`src/rtl/pause_tx_sched.sv`:
```
module pause_tx_sched #(
  parameter bit          WIDE_IF     = 1'b0,
  parameter logic [47:0] SRC_ADDR    = 48'h02_00_00_00_00_01,
  parameter int          FRAME_BYTES = 60
) (
  input  logic        clk,
  input  logic        rst_n,
  input  logic        pause_req_wr,
  input  logic [15:0] pause_quanta,
  input  logic        graceful_stop,
  input  logic        rx_pause_hold,
  input  logic        crc_auto,
  input  logic        src_valid,
  input  logic [7:0]  src_data,
  input  logic        src_last,
  output logic        src_ready,
  output logic        tx_valid,
  output logic [7:0]  tx_data,
  output logic        tx_last,
  output logic        pause_req_pending,
  output logic        pause_sent
);
  localparam int IDX_W   = $clog2(FRAME_BYTES);
  localparam int GAP_CRC = WIDE_IF ? 5 : 7;

  typedef enum logic [1:0] {S_IDLE, S_DATA, S_PAUSE} st_t;
  st_t st;

  logic [IDX_W-1:0] idx;
  logic [15:0]      quanta_q;
  logic [2:0]       gap_cnt;
  logic             req_q, done_q, is_pause_q;
  logic             tx_valid_q, tx_last_q;
  logic [7:0]       tx_data_q, pbyte;

  wire [2:0] gap_min     = crc_auto ? 3'(GAP_CRC) : 3'd3;
  wire       gap_ok      = !tx_valid_q && (gap_cnt >= gap_min - 3'd1);
  wire       halted      = graceful_stop | rx_pause_hold;
  wire       data_busy   = (st == S_DATA);
  wire       start_pause = (st == S_IDLE) && gap_ok && req_q;
  wire       pause_end   = (st == S_PAUSE) && (idx == IDX_W'(FRAME_BYTES - 1));
  wire       done_evt    = tx_valid_q && tx_last_q && is_pause_q;

  assign src_ready = data_busy || ((st == S_IDLE) && gap_ok && !req_q && !halted);
  wire   take      = src_valid && src_ready;

  always_comb begin
    pbyte = 8'h00;
    case (int'(idx))
      0:  pbyte = 8'h01;
      1:  pbyte = 8'h80;
      2:  pbyte = 8'hC2;
      5:  pbyte = 8'h01;
      6, 7, 8, 9, 10, 11: pbyte = 8'(SRC_ADDR >> (8 * (11 - int'(idx))));
      12: pbyte = 8'h88;
      13: pbyte = 8'h08;
      15: pbyte = 8'h01;
      16: pbyte = quanta_q[15:8];
      17: pbyte = quanta_q[7:0];
      default: pbyte = 8'h00;
    endcase
  end

  always_ff @(posedge clk) begin
    if (!rst_n) begin
      st         <= S_IDLE;
      idx        <= '0;
      quanta_q   <= '0;
      gap_cnt    <= 3'd7;
      req_q      <= 1'b0;
      done_q     <= 1'b0;
      is_pause_q <= 1'b0;
      tx_valid_q <= 1'b0;
      tx_last_q  <= 1'b0;
      tx_data_q  <= '0;
    end else begin
      tx_valid_q <= 1'b0;
      tx_last_q  <= 1'b0;
      if (take) begin
        tx_valid_q <= 1'b1;
        tx_data_q  <= src_data;
        tx_last_q  <= src_last;
        is_pause_q <= 1'b0;
        st         <= src_last ? S_IDLE : S_DATA;
      end else if (start_pause) begin
        tx_valid_q <= 1'b1;
        tx_data_q  <= 8'h01;
        is_pause_q <= 1'b1;
        quanta_q   <= pause_quanta;
        idx        <= IDX_W'(1);
        st         <= S_PAUSE;
      end else if (st == S_PAUSE) begin
        tx_valid_q <= 1'b1;
        tx_data_q  <= pbyte;
        tx_last_q  <= pause_end;
        idx        <= idx + IDX_W'(1);
        if (pause_end) st <= S_IDLE;
      end
      gap_cnt <= tx_valid_q ? 3'd0 : ((gap_cnt == 3'd7) ? 3'd7 : gap_cnt + 3'd1);
      done_q  <= done_evt;
      req_q   <= done_evt ? 1'b0 : (req_q | pause_req_wr);
    end
  end

  assign tx_valid          = tx_valid_q;
  assign tx_data           = tx_data_q;
  assign tx_last           = tx_last_q;
  assign pause_req_pending = req_q;
  assign pause_sent        = done_q;
endmodule

```
`config.mk`:
```
export PLATFORM = sky130hd
export DESIGN_NAME = pause_tx_sched
export DESIGN_NICKNAME = d
export VERILOG_FILES = /design/src/rtl/pause_tx_sched.sv
export SDC_FILE = /design/constraint.sdc
export NUM_CORES = 1
export LEC_CHECK = 0
export CORE_ASPECT_RATIO = 1.4
export CORE_MARGIN = 2
export CORE_UTILIZATION = 35
export CTS_BUF_LIST = sky130_fd_sc_hd__clkbuf_4 sky130_fd_sc_hd__clkbuf_8 sky130_fd_sc_hd__clkbuf_16
export CTS_CLUSTER_DIAMETER = 150
export DETAILED_ROUTE_END_ITERATION = 10
export DONT_BUFFER_PORTS = 1
export GPL_TIMING_DRIVEN = 0
export MAX_ROUTING_LAYER = met4
export PLACE_DENSITY = 0.57
export SLEW_MARGIN = 20
export SYNTH_ARGS = -nofsm -noshare
export SYNTH_HDL_FRONTEND = slang
export SYNTH_SLANG_ARGS = --single-unit
```
`constraint.sdc`:
```
create_clock -name clk -period 2.46 [get_ports clk]
set_input_delay 0.615 -clock clk [delete_from_list [all_inputs] [get_ports clk]]
set_output_delay 0.615 -clock clk [all_outputs]
set_load 0.005 [all_outputs]
```
* Word-level counts from Yosys, hierarchy flattened
Cells that the tools add are included.
W data, S select, Z words.
** Operators by class
- Magnitude comparators :: 1
- Bitwise gates (word level) :: 4
- Reduce and logical (&&, ||, !) cells :: 25
- Equality and inequality tests :: 18
- Shift-type cells :: 1
- Add/sub/neg operators :: 4
- Multiplexer cells :: 20
** Operators with widths (number)
- $pmux W8 S8 :: 1
- $eq A6 B4 Y1 const B :: 7
- $shr A42 B32 Y8 const A :: 1
- $mux W8 :: 3
- $eq A6 B3 Y1 const B :: 3
- $eq A6 B5 Y1 const B :: 2
- $mux W6 :: 2
- $logic_and A1 B1 Y1 :: 9
- $mux W3 :: 3
- $mux W2 :: 4
- $mux W1 :: 7
- $sub A4 B6 Y7 const A :: 1
- $add A6 B1 Y6 const B :: 1
- $eq A6 B1 Y1 const B :: 1
- $eq A6 B2 Y1 const B :: 1
- $eq A6 B6 Y1 const B :: 1
- $logic_not A6 Y1 :: 1
- $reduce_and A2 Y1 :: 3
- $reduce_bool A3 Y1 :: 2
- $reduce_or A6 Y1 :: 1
- $reduce_or A2 Y1 :: 2
- $add A3 B1 Y3 const B :: 1
- $eq A3 B3 Y1 const B :: 1
- $ge A3 B3 Y1 :: 1
- other kinds (10) :: 14
** Storage, ports and cells
- Input bits :: 32
- Output and inout bits :: 13
- Logic and storage cells :: 83
- Register bits :: 40

* Logic depth before layout (Yosys ltp)
Gate-level depths: netlist (run 1).
- Depth after elaboration :: 11
- Gate-level depth with buffers :: 9
- Gate-level depth less buffers :: 7

* Worst setup path after synthesis (run 1)
No wires, ideal clock.
- Kind :: input port to flip-flop
- From :: input port crc_auto
- To :: register tx_data_q[7], in the netlist tx_data[7]
- Library setup time :: 0.070 ns
- Stages on the path :: 8
- Required time :: 2.390 ns
- Path slack :: 0.303 ns
- Buffers on the path :: 1
- Arrival time :: 2.087 ns
- Cell sequence :: inv_1 -> ha_1 -> or3_4 -> a31o_2 -> and2_4 -> buf_6 -> or3_1 -> a21oi_1
** On the way
- Word-level cells in the longest chain between the ends :: 10
- Elaborated cells on any way between the ends :: 13
- Those cells by class :: add/sub: 1; order compare: 1; mux: 3; reduce/logical: 8
** RTL lines
- start, declared :: RTL line 12 : input logic crc_auto,
- $mux W3 * :: RTL line 36 : wire [2:0] gap_min = crc_auto ? 3'(GAP_CRC) : 3'd3;
- $sub A3 B1 Y3 * :: RTL line 37 : wire gap_ok = !tx_valid_q && (gap_cnt >= gap_min - 3'd1);
- $ge A3 B3 Y1 * :: RTL line 37
- $logic_and A1 B1 Y1 * :: RTL line 37
- $logic_and A1 B1 Y1 * :: RTL line 40, 44
- $logic_and A1 B1 Y1 (2 in series) :: RTL line 44 : assign src_ready = data_busy || ((st == S_IDLE) && gap_ok && !req_q && !halted);
- $logic_or A1 B1 Y1 :: RTL line 44
- $logic_and A1 B1 Y1 :: RTL line 45 : wire take = src_valid && src_ready;
- $reduce_bool A3 Y1 (no source line) / $mux W8 (equally long branches)
- end signal, assigned :: RTL line 81 : tx_data_q <= src_data;
- end signal, assigned :: RTL line 94 : tx_data_q <= pbyte;
- end, declared :: RTL line 34 : logic [7:0] tx_data_q, pbyte;
Every way passes the cells marked *; elsewhere a longest branch is shown, timed or not.
A chain may end at the register's enable or synchronous reset.

* Final worst setup path (run 1)
- From :: register gap_cnt[0]
- To :: output port src_ready
** On the way
- Word-level cells in the longest chain between the ends :: 6
** RTL lines
- start, declared :: RTL line 31 : logic [2:0] gap_cnt;
- start signal, assigned :: RTL line 99 : gap_cnt <= tx_valid_q ? 3'd0 : ((gap_cnt == 3'd7) ? 3'd7 : gap_cnt + 3'd1);
- $ge A3 B3 Y1 :: RTL line 37
- $logic_and A1 B1 Y1 :: RTL line 37
- $logic_and A1 B1 Y1 (3 in series) :: RTL line 44
- $logic_or A1 B1 Y1 :: RTL line 44
- end, declared :: RTL line 16 : output logic src_ready,
Every way passes these cells.

==> reports/metrics.cfg, run 1 <==
[floorplan]
fp-row-count = 32
core_mm2 = 0.00553
boundaryPins = 45
fp.dieH_um = 93.6
design.die.area_mm2 = 0.00636
die_w_um = 68
initial_core_util = 0.363

[synth]
avgSynthCellArea_um2 = 8.40
synth_top_cell_area_share = 0.399
synthMuxAreaShare = 0
ys_warn_count = 0
synth_top_family_by_area = compound AO/OA/AOI/OAI gates
ys.flop_type = dfxtp_1
synth_edf_count = 0
syn-cell-area_mm2 = 0.00201
synth.area.top_cells = dfxtp_1 (40%), nand2_1 (8.6%), a21boi_0 (7.5%)
synth-compound-area-share = 0.235
netlist_top_cells_count = nand2_1 (46), dfxtp_1 (40), a21boi_0 (20), o21ai_0 (15), nor2_1 (13)
mappedNetlistNets = 283
seq_area_frac_synth = 0.399
synth-xor-area-share = 0.0218
yosysMostFrequentCell = nand2_1
synthAdderAreaFrac = 0.0748
async_flop_share = 0
ys_ff_latch = 40
synthCells = 239
yosysUniqueCellTypes = 44
yosys.area_share.simple = 0.230
synth_top_cell_by_area = dfxtp_1

[detailed_routing]
vias = 1702
vias_per_cell = 5.42
wire_per_inst_um = 15.8
ant_nets = 0
drc = 0
routed_wl_um = 4980
drtIter0Drc = 127
drt-pass1-iter-count = 4

[layout]
fill_cells = 605
stdcell_area_mm2 = 0.00217
synthToLayoutAreaGrowth_pct = 8.29
antenna_cells = 0
nets = 290
finalNonFillerCells = 314
drive_gt1_frac = 0.0732

[grt]
grt_pass1_wl_um = 8160
grt_pass1_vias = 1713
grt_usage = 0.177
grt-ovfl-total = 0
grt_max_degree = 13
antenna_found_initial = 0

[sta]
relSlewSlack = 0.459
period_share = 0.926
maxSlewViolCount = 0
hold_violations = 0
max_freq_mhz = 439
tns_ns = 0
setup_violations = 0
fin_crit_ns = 2.28
tightest_slew_ns = 0.808
rsz0062_at_grt = false
fin_ws_ns = 0.182
fin_skew_ns = 0.00312

[setup_path]
crit_buf_inv = 1
arrival_ns = 1.66
path_max_fanout = 5
path_delay_family = simple AND/OR/NAND/NOR gates
crit_type = reg -> out
start_kind = register
path_cells = inv_1 -> ha_1 -> or3_4 -> a31o_2 -> nor2b_1
critPathSlowestCell = or3_4
cpPeakStageDelay_ns = 0.41
cp.required_ns = 1.85
crit_path_end_kind = output port

[clock_network]
holdBufCountCts = 0
numCtsBuffers = 5
clk_latency_ns = 0.29
cts_sinks = 40
cts_tree = built
clockRootBuffer = clkbuf_8
htree_levels = 2
cts_resized = 0
clock_path_buffers = 2
clkTransAtPathRegs_ns = 0.08
post_cts_buffers = 0

[placed_design]
place_worst_setup_slack_ns = 0.114
hpwlAfterDp_um = 3710
io_buffers = 0
gp_congestion = 0.898
placed_cell_area_mm2 = 0.00209
dp.cells = 307

[worst_hold_path]
min_path_type = in -> reg

[job]
cap_viol_max_count = 0

[outcome]
run_status = finished clean

[pwr]
leakagePower_nw = 0.801
powerDensity_mw_per_mm2 = 716
peakVddDrop_uv = 289

## power breakdown
group / internal [mW] / switching [mW]
clock network: 0.192 / 0.229
logic: 0.141 / 0.200
registers: 0.726 / 0.0678
## sequential cells by signal (all words and copies together) (netlist names)
name,flops
quanta_q,16
gap_cnt,3
tx_data,8
pause_req_pending,1
tx_valid,1
st,2
tx_last,1
is_pause_q,1
pause_sent,1
idx,6
## final cells by class
cell class / instances / area, µm² / share of cell area
multi-input cells: 181 / 1130 / 0.519
flip-flops and latches: 40 / 801 / 0.368
well taps: 68 / 85.1 / 0.0391
clock buffers: 5 / 68.8 / 0.0317
plain buffers: 12 / 56.3 / 0.0259
inverters: 6 / 22.5 / 0.0104
clock inverters: 2 / 12.5 / 0.00576
## metal layers
layer | wire length, µm | share of wire | track usage | vias to the layer above
met1 | 2170 | 0.44 | 0.209 | 782
met2 | 2420 | 0.49 | 0.284 | 55
met5 | 0 | 0 | - | -
li1 | - | - | - | 856
met4 | 121 | 0.024 | 0.0867 | 0
met3 | 263 | 0.053 | 0.0301 | 9
## worst register-to-register path, cell delays in order, from the launching register on
cell	delay, ns
dfxtp_1	0.48
inv_1	0.13
ha_1	0.29
nand4b_1	0.12
or4_1	0.54
a311o_1	0.38
a21oi_1	0.11
## path summary, 6_finish.rpt
path / from / end / slack [ns] / depth (start not counted)
worst min register to register: quanta_q[1] / quanta_q[1] / 0.46 / 2
worst min-delay path: pause_quanta[14] / quanta_q[14] / 0.46 / 2
worst max register to register: idx[2] / tx_data[1] / 0.35 / 6
worst max-delay path: gap_cnt[0] / src_ready / 0.18 / 5
## per-stage QoR
step / power, mW / hold WS [ns] / utilization
final: 1.56 / 0.460 / 0.393
after global routing: 1.66 / 0.472 / 0.393
after CTS: 1.58 / 0.452 / 0.393
after detailed placement: 1.15 / 0.457 / 0.379
after global placement: 1.15 / 0.452 / 0.379
after floorplan: 1.06 / 0.424 / -
## logic make-up after synthesis
logic type | Yosys count
compound gates | 68
xor+xnor | 5
fa+ha+maj | 12
flops | 40
simple gates | 96
buf+inv | 18
## cell usage in the layout (no fill, tap or decap), types with 3 or more instances in the layout
cell type / netlist / layout
a21boi_0: 20 / 20
a21oi_1: 9 / 9
a22o_1: 3 / 3
a22oi_1: 3 / 3
a31oi_1: 3 / 3
buf_2: 3 / 3
clkbuf_1: 8 / 8
clkbuf_8: 0 / 5
dfxtp_1: 40 / 40
ha_1: 12 / 12
inv_1: 6 / 6
nand2_1: 46 / 46
nand3_1: 11 / 11
nand4_1: 3 / 3
nand4b_1: 3 / 3
nor2_1: 13 / 13
nor2b_1: 5 / 5
nor3_1: 3 / 3
o21ai_0: 15 / 15
xnor2_1: 4 / 4
Power figures use the tool's default switching activity.
==> run 2: changes to the inputs <==
--- a/config.mk
+++ b/config.mk
@@ -5,6 +5,7 @@
 export SDC_FILE = /design/constraint.sdc
 export NUM_CORES = 1
 export LEC_CHECK = 0
+export ABC_AREA = 1
 export CORE_ASPECT_RATIO = 1.4
 export CORE_MARGIN = 2
 export CORE_UTILIZATION = 35
==> reports/metrics.cfg, run 2 <==
[outcome]
run_status = finished clean

[worst_hold_path]
hold_start = quanta_q[7]
min_path_type = reg -> reg

[layout]
nets = 352  ; +21%
largest_register = quanta_q
drive_gt1_frac = 0.107  ; +0.0336
mostFrequentLayoutCell = nand2_1
synthToLayoutAreaGrowth_pct = 9.29
mostFrequentLayoutCells = nand2_1 (88), dfxtp_1 (40), nor2_1 (32)
largest_register_ffs = 16  ; unchanged
antenna_cells = 0  ; unchanged
stdcell_area_mm2 = 0.00234  ; +7.7%

[clock_network]
cts_tree = built
clkTransAtPathRegs_ns = 0.08  ; about the same
clk_latency_ns = 0.29  ; about the same
htree_levels = 2  ; unchanged
holdBufCountCts = 0  ; unchanged
numCtsBuffers = 5  ; unchanged
clock_path_buffers = 2  ; unchanged
clockRootBuffer = clkbuf_8
cts_sinks = 40  ; unchanged
cts_resized = 0  ; unchanged
post_cts_buffers = 0  ; unchanged

[pwr]
swShare = 0.317  ; -0.00261
leakagePower_nw = 1.02  ; +27%
peakVddDrop_uv = 270  ; -6.4%
switchingPower_mw = 0.555  ; +12%
clock_power_share = 0.306  ; +0.035
powerDensity_mw_per_mm2 = 748  ; +4.4%
combPwrFrac = 0.239  ; +0.020
seq_power_share = 0.455  ; -0.055
internal-power_mw = 1.20  ; +13%

[placed_design]
gp_congestion = 0.840  ; -6.4%
placed_cell_area_mm2 = 0.00223  ; +6.6%
io_buffers = 0  ; unchanged
hpwlAfterDp_um = 3930  ; +6.0%

[sta]
fin_crit_ns = 2.03  ; -0.247 ns
tns_ns = 0  ; unchanged
rsz0062_at_grt = false
max_freq_mhz = 492  ; +12%
hold_violations = 0  ; unchanged
tightest_slew_ns = 0.514  ; -0.294 ns
relSlewSlack = 0.658  ; +0.198
setup_violations = 0  ; unchanged
fin_skew_ns = 0.00937  ; +0.00625 ns
maxSlewViolCount = 0  ; unchanged
period_share = 0.826  ; -0.101

[synth]
ys_warn_count = 0  ; unchanged
yosysUniqueCellTypes = 29  ; -34%
synth.area.top_cells = dfxtp_1 (37%), nand2_1 (15%), ha_1 (7.0%)
netlist_top_cells_count = nand2_1 (88), dfxtp_1 (40), nor2_1 (32), a21oi_1 (26), nand3_1 (26)
synthCells = 301  ; +26%
ys_ff_latch = 40  ; unchanged
synth_edf_count = 0  ; unchanged
avgSynthCellArea_um2 = 7.12  ; -15%
async_flop_share = 0  ; unchanged
ys.flop_type = dfxtp_1
synth_top_cell_by_area = dfxtp_1
mappedNetlistNets = 345  ; +22%
yosysMostFrequentCell = nand2_1
seq_area_frac_synth = 0.374  ; -0.0252
synth_top_cell_area_share = 0.374  ; -0.0252
syn-cell-area_mm2 = 0.00214  ; +6.7%

[grt]
grt_pass1_vias = 1726  ; +0.76%
grt_max_degree = 13  ; unchanged
antenna_found_initial = 0  ; unchanged
grt-ovfl-total = 0  ; unchanged
grt_pass1_wl_um = 8070  ; -1.1%
grt_usage = 0.156  ; -0.0206

[floorplan]
fp.dieH_um = 96.6  ; +3.2%
die_w_um = 70.1  ; +3.1%
boundaryPins = 45  ; unchanged
design.die.area_mm2 = 0.00677  ; +6.4%
initial_core_util = 0.363  ; -0.000436
core_mm2 = 0.00590  ; +6.9%
fp-row-count = 33  ; +3.1%

[setup_path]
r2r-end = tx_data[6]
r2r-start = idx[2]
path_max_fanout = 4  ; -1
arrival_ns = 1.42  ; -0.24 ns
cp.required_ns = 1.85  ; about the same
reg2reg_depth = 12  ; +6
worstSetupEndpoint = src_ready
crit_path_end_kind = output port
rrSetupSlack_ns = 0.71  ; +0.36 ns
crit_type = reg -> out
start_kind = register
startpoint = gap_cnt[2]

[detailed_routing]
routed_wl_um = 4970  ; -0.12%
drt-pass1-iter-count = 4  ; unchanged
vias = 1857  ; +9.1%
ant_nets = 0  ; unchanged
drtIter0Drc = 54  ; -57%
wire_per_inst_um = 13.1  ; -17%
vias_per_cell = 4.90  ; -9.6%
drc = 0  ; unchanged

[job]
cap_viol_max_count = 0  ; unchanged

[run 2: cell count changes after synthesis, moves of 5 or more]
cell and change:
nand2_1 +42, inv_1 +15, nand3_1 +15, clkbuf_1 -5, nor2_1 +19, nor2b_1 -5
a21oi_1 +17, a21boi_0 -20, inv_2 +6
[run 2: worst min path at each step]
stage | slack, ns | end | cells after the start
floorplan | 0.42 | quanta_q[7] | 2
global placement | 0.44 | quanta_q[7] | 2
detailed placement | 0.45 | quanta_q[7] | 2
CTS | 0.45 | idx[0] | 2
global route | 0.45 | idx[0] | 2
finish | 0.46 | quanta_q[7] | 2
[run 2: per-stage QoR]
step	hold slack, ns	power [mW]	std cells	utilization	setup slack, ns
2_1_floorplan	0.424	1.14	301	-	0.509
3_3_place_gp	0.444	1.23	371	0.378	0.428
3_5_place_dp	0.446	1.24	371	0.378	0.409
4_1_cts	0.454	1.77	379	0.396	0.421
5_1_grt	0.447	1.86	379	0.396	0.327
6_report	0.456	1.75	379	0.396	0.429
[run 2: logic make-up after synthesis]
kind of cell	after synthesis	share of synthesized area
AOI/OAI and AO/OA	45	0.116
DFF	40	0.374
adders and majority gates	12	0.0701
xor gates and xnor gates	3	0.0123
buffers and inverters	35	0.0724
and+or+nand+nor	166	0.356
[run 2: routing by layer]
metal / vias to the layer above / track usage / part of all wire
met5: - / - / 0
met4: 0 / 0.0497 / 0.019
li1: 977 / - / -
met3: 9 / 0.0436 / 0.058
met2: 46 / 0.287 / 0.52
met1: 825 / 0.162 / 0.40
[run 2: layout make-up]
type | count | area, µm²
tap | 70 | 87.6
clock buffer | 6 | 76.3
fill | 650 | 3560
clock inverter | 2 | 35.0
inverter | 28 | 106
sequential | 40 | 801
multi-input combinational | 226 | 1190
buffer | 7 | 48.8
[run 2: worst max-delay path: stages (launching register included)]
cell and delay, ns:
dfxtp_1 0.35, ha_1 0.30, nand2_1 0.05, nand3b_1 0.19, nand3_4 0.13, nand2_4 0.11
[run 2: power groups by stage]
stage	registers [mW]	clock network [mW]	logic, mW
global placement	0.811	0	0.416
CTS	0.798	0.551	0.425
finish	0.796	0.535	0.419
floorplan	0.794	0	0.342
global route	0.807	0.571	0.486
detailed placement	0.813	0	0.423
==> run 3: changes to the inputs <==
==> constraint.sdc (replaced) <==
create_clock -name clk -period 1.9 [get_ports clk]
set_input_delay 0.475 -clock clk [delete_from_list [all_inputs] [get_ports clk]]
set_output_delay 0.475 -clock clk [all_outputs]
set_load 0.005 [all_outputs]
==> reports/metrics.cfg, run 3 (synthesis results as in run 2) <==
[sta]
hold_violations = 0  ; unchanged
fin_crit_ns = 1.82
max_freq_mhz = 549
setup_violations = 0  ; unchanged
period_share = 0.959
relSlewSlack = 0.659  ; +0.00115
maxSlewViolCount = 0  ; unchanged
fin_skew_ns = 0.00929  ; -0.0000832 ns
tightest_slew_ns = 0.512  ; -0.00172 ns
rsz0062_at_grt = false

[setup_path]
start_kind = register
cp.required_ns = 1.42  ; -0.43 ns
arrival_ns = 1.35  ; -0.07 ns
crit_path_end_kind = output port
crit_type = reg -> out
startpoint = gap_cnt[2]
path_max_fanout = 4  ; unchanged
r2r-start = gap_cnt[2]

[placed_design]
dp.cells = 371  ; unchanged
gp_congestion = 0.840  ; unchanged
placed_cell_area_mm2 = 0.00223  ; unchanged
hpwlAfterDp_um = 3930  ; unchanged
io_buffers = 0  ; unchanged

[detailed_routing]
drc = 0  ; unchanged
routed_wl_um = 5000  ; +0.64%
drtIter0Drc = 55  ; +1.9%
vias_per_cell = 4.89  ; -0.26%
dr_wl_met2_um = 2610  ; +0.35%
drt-pass1-iter-count = 5  ; +1
drt-met1-wl_um = 2020  ; +1.8%
routed-wl-met3_um = 275  ; -3.8%
vias = 1862  ; +0.27%
top_layer_used = met4
ant_nets = 0  ; unchanged
wire_per_inst_um = 13.1  ; +0.12%

[floorplan]
die_w_um = 70.1  ; unchanged
fp-row-count = 33  ; unchanged
fp.dieH_um = 96.6  ; unchanged
initial_core_util = 0.363  ; unchanged
boundaryPins = 45  ; unchanged
core_mm2 = 0.00590  ; unchanged
design.die.area_mm2 = 0.00677  ; unchanged

[clock_network]
clock_path_buffers = 2  ; unchanged
clk_latency_ns = 0.29  ; about the same
cts_sinks = 40  ; unchanged
cts_tree = built
numCtsBuffers = 5  ; unchanged
clkTransAtPathRegs_ns = 0.08  ; about the same
htree_levels = 2  ; unchanged
clockRootBuffer = clkbuf_8

[job]
cap_viol_max_count = 0  ; unchanged

[layout]
mostFrequentLayoutCells = nand2_1 (87), dfxtp_1 (36), nor2_1 (32)
antenna_cells = 0  ; unchanged
finalNonFillerCells = 381  ; +0.53%
mostFrequentLayoutCell = nand2_1
stdcell_area_mm2 = 0.00238  ; +1.5%
synthToLayoutAreaGrowth_pct = 10.9
largest_register = quanta_q
utilization = 0.402  ; +0.00593
drive_gt1_frac = 0.132  ; +0.0250
largest_register_ffs = 16  ; unchanged
nets = 354  ; +0.57%

[grt]
grt-ovfl-total = 0  ; unchanged
grt_pass1_vias = 1726  ; unchanged
antenna_found_initial = 0  ; unchanged
grt_usage = 0.156  ; unchanged
grt_pass1_wl_um = 8070  ; unchanged
grt_max_degree = 13  ; unchanged

[outcome]
run_status = finished clean

[pwr]
powerDensity_mw_per_mm2 = 962  ; +29%
leakagePower_nw = 1.03  ; +0.95%
peakVddDrop_uv = 348  ; +29%

[worst_hold_path]
min_path_type = in -> reg
hold_start = rst_n

run 3: what timing repair did:
item,4_1_cts,5_1_grt
hold buffers,0,0
setup endpoints to repair,0,6
gates resized for setup,0,6
buffers inserted,0,2
run 3: stage by stage:
stage	hold slack [ns]	TNS (ns)	total power, mW	setup WS, ns
after floorplan	0.424	0	1.47	0.181
after global placement	0.444	0	1.59	0.00809
after detailed placement	0.446	-0.0209	1.60	-0.0112
after CTS	0.314	0	2.30	0.00138
after global routing	0.300	0	2.43	0.000750
final	0.318	0	2.29	0.0787
run 3: power by group:
part	total [mW]	internal, mW	switching, mW
clock	0.693	0.404	0.288
sequential	1.04	0.951	0.0866
combinational	0.555	0.207	0.348
total	2.29	1.56	0.723
run 3: area by class of cell:
cell class	count	area (µm²)
Clock buffer	6	76.3
Multi-Input combinational cell	226	1200
Timing Repair Buffer	2	15.0
Tap cell	70	87.6
Clock inverter	2	35.0
Fill cell	645	3530
Sequential cell	40	806
Buffer	7	48.8
Inverter	28	106
run 3: path summary, 6_finish.rpt:
| path | endpoint | slack [ns] | cells after the start |
|---|---|---|---|
| worst max-delay path | src_ready | 0.08 | 5 |
| worst min-delay path | idx[0] | 0.32 | 2 |
| worst max register to register | tx_data[0] | 0.22 | 10 |
| worst min register to register | quanta_q[7] | 0.46 | 2 |
run 3: routing by layer:
layer	global-route usage	vias up
met4	0.0497	0
met1	0.162	826
met2	0.287	46
met3	0.0436	9
met5	-	-
li1	-	981
run 3: critical path, cell delays in order (launching register included):
cell,delay (ns)
dfxtp_2,0.35
ha_4,0.27
nand2_1,0.05
nand3b_1,0.19
nand3_4,0.11
nand2_4,0.09
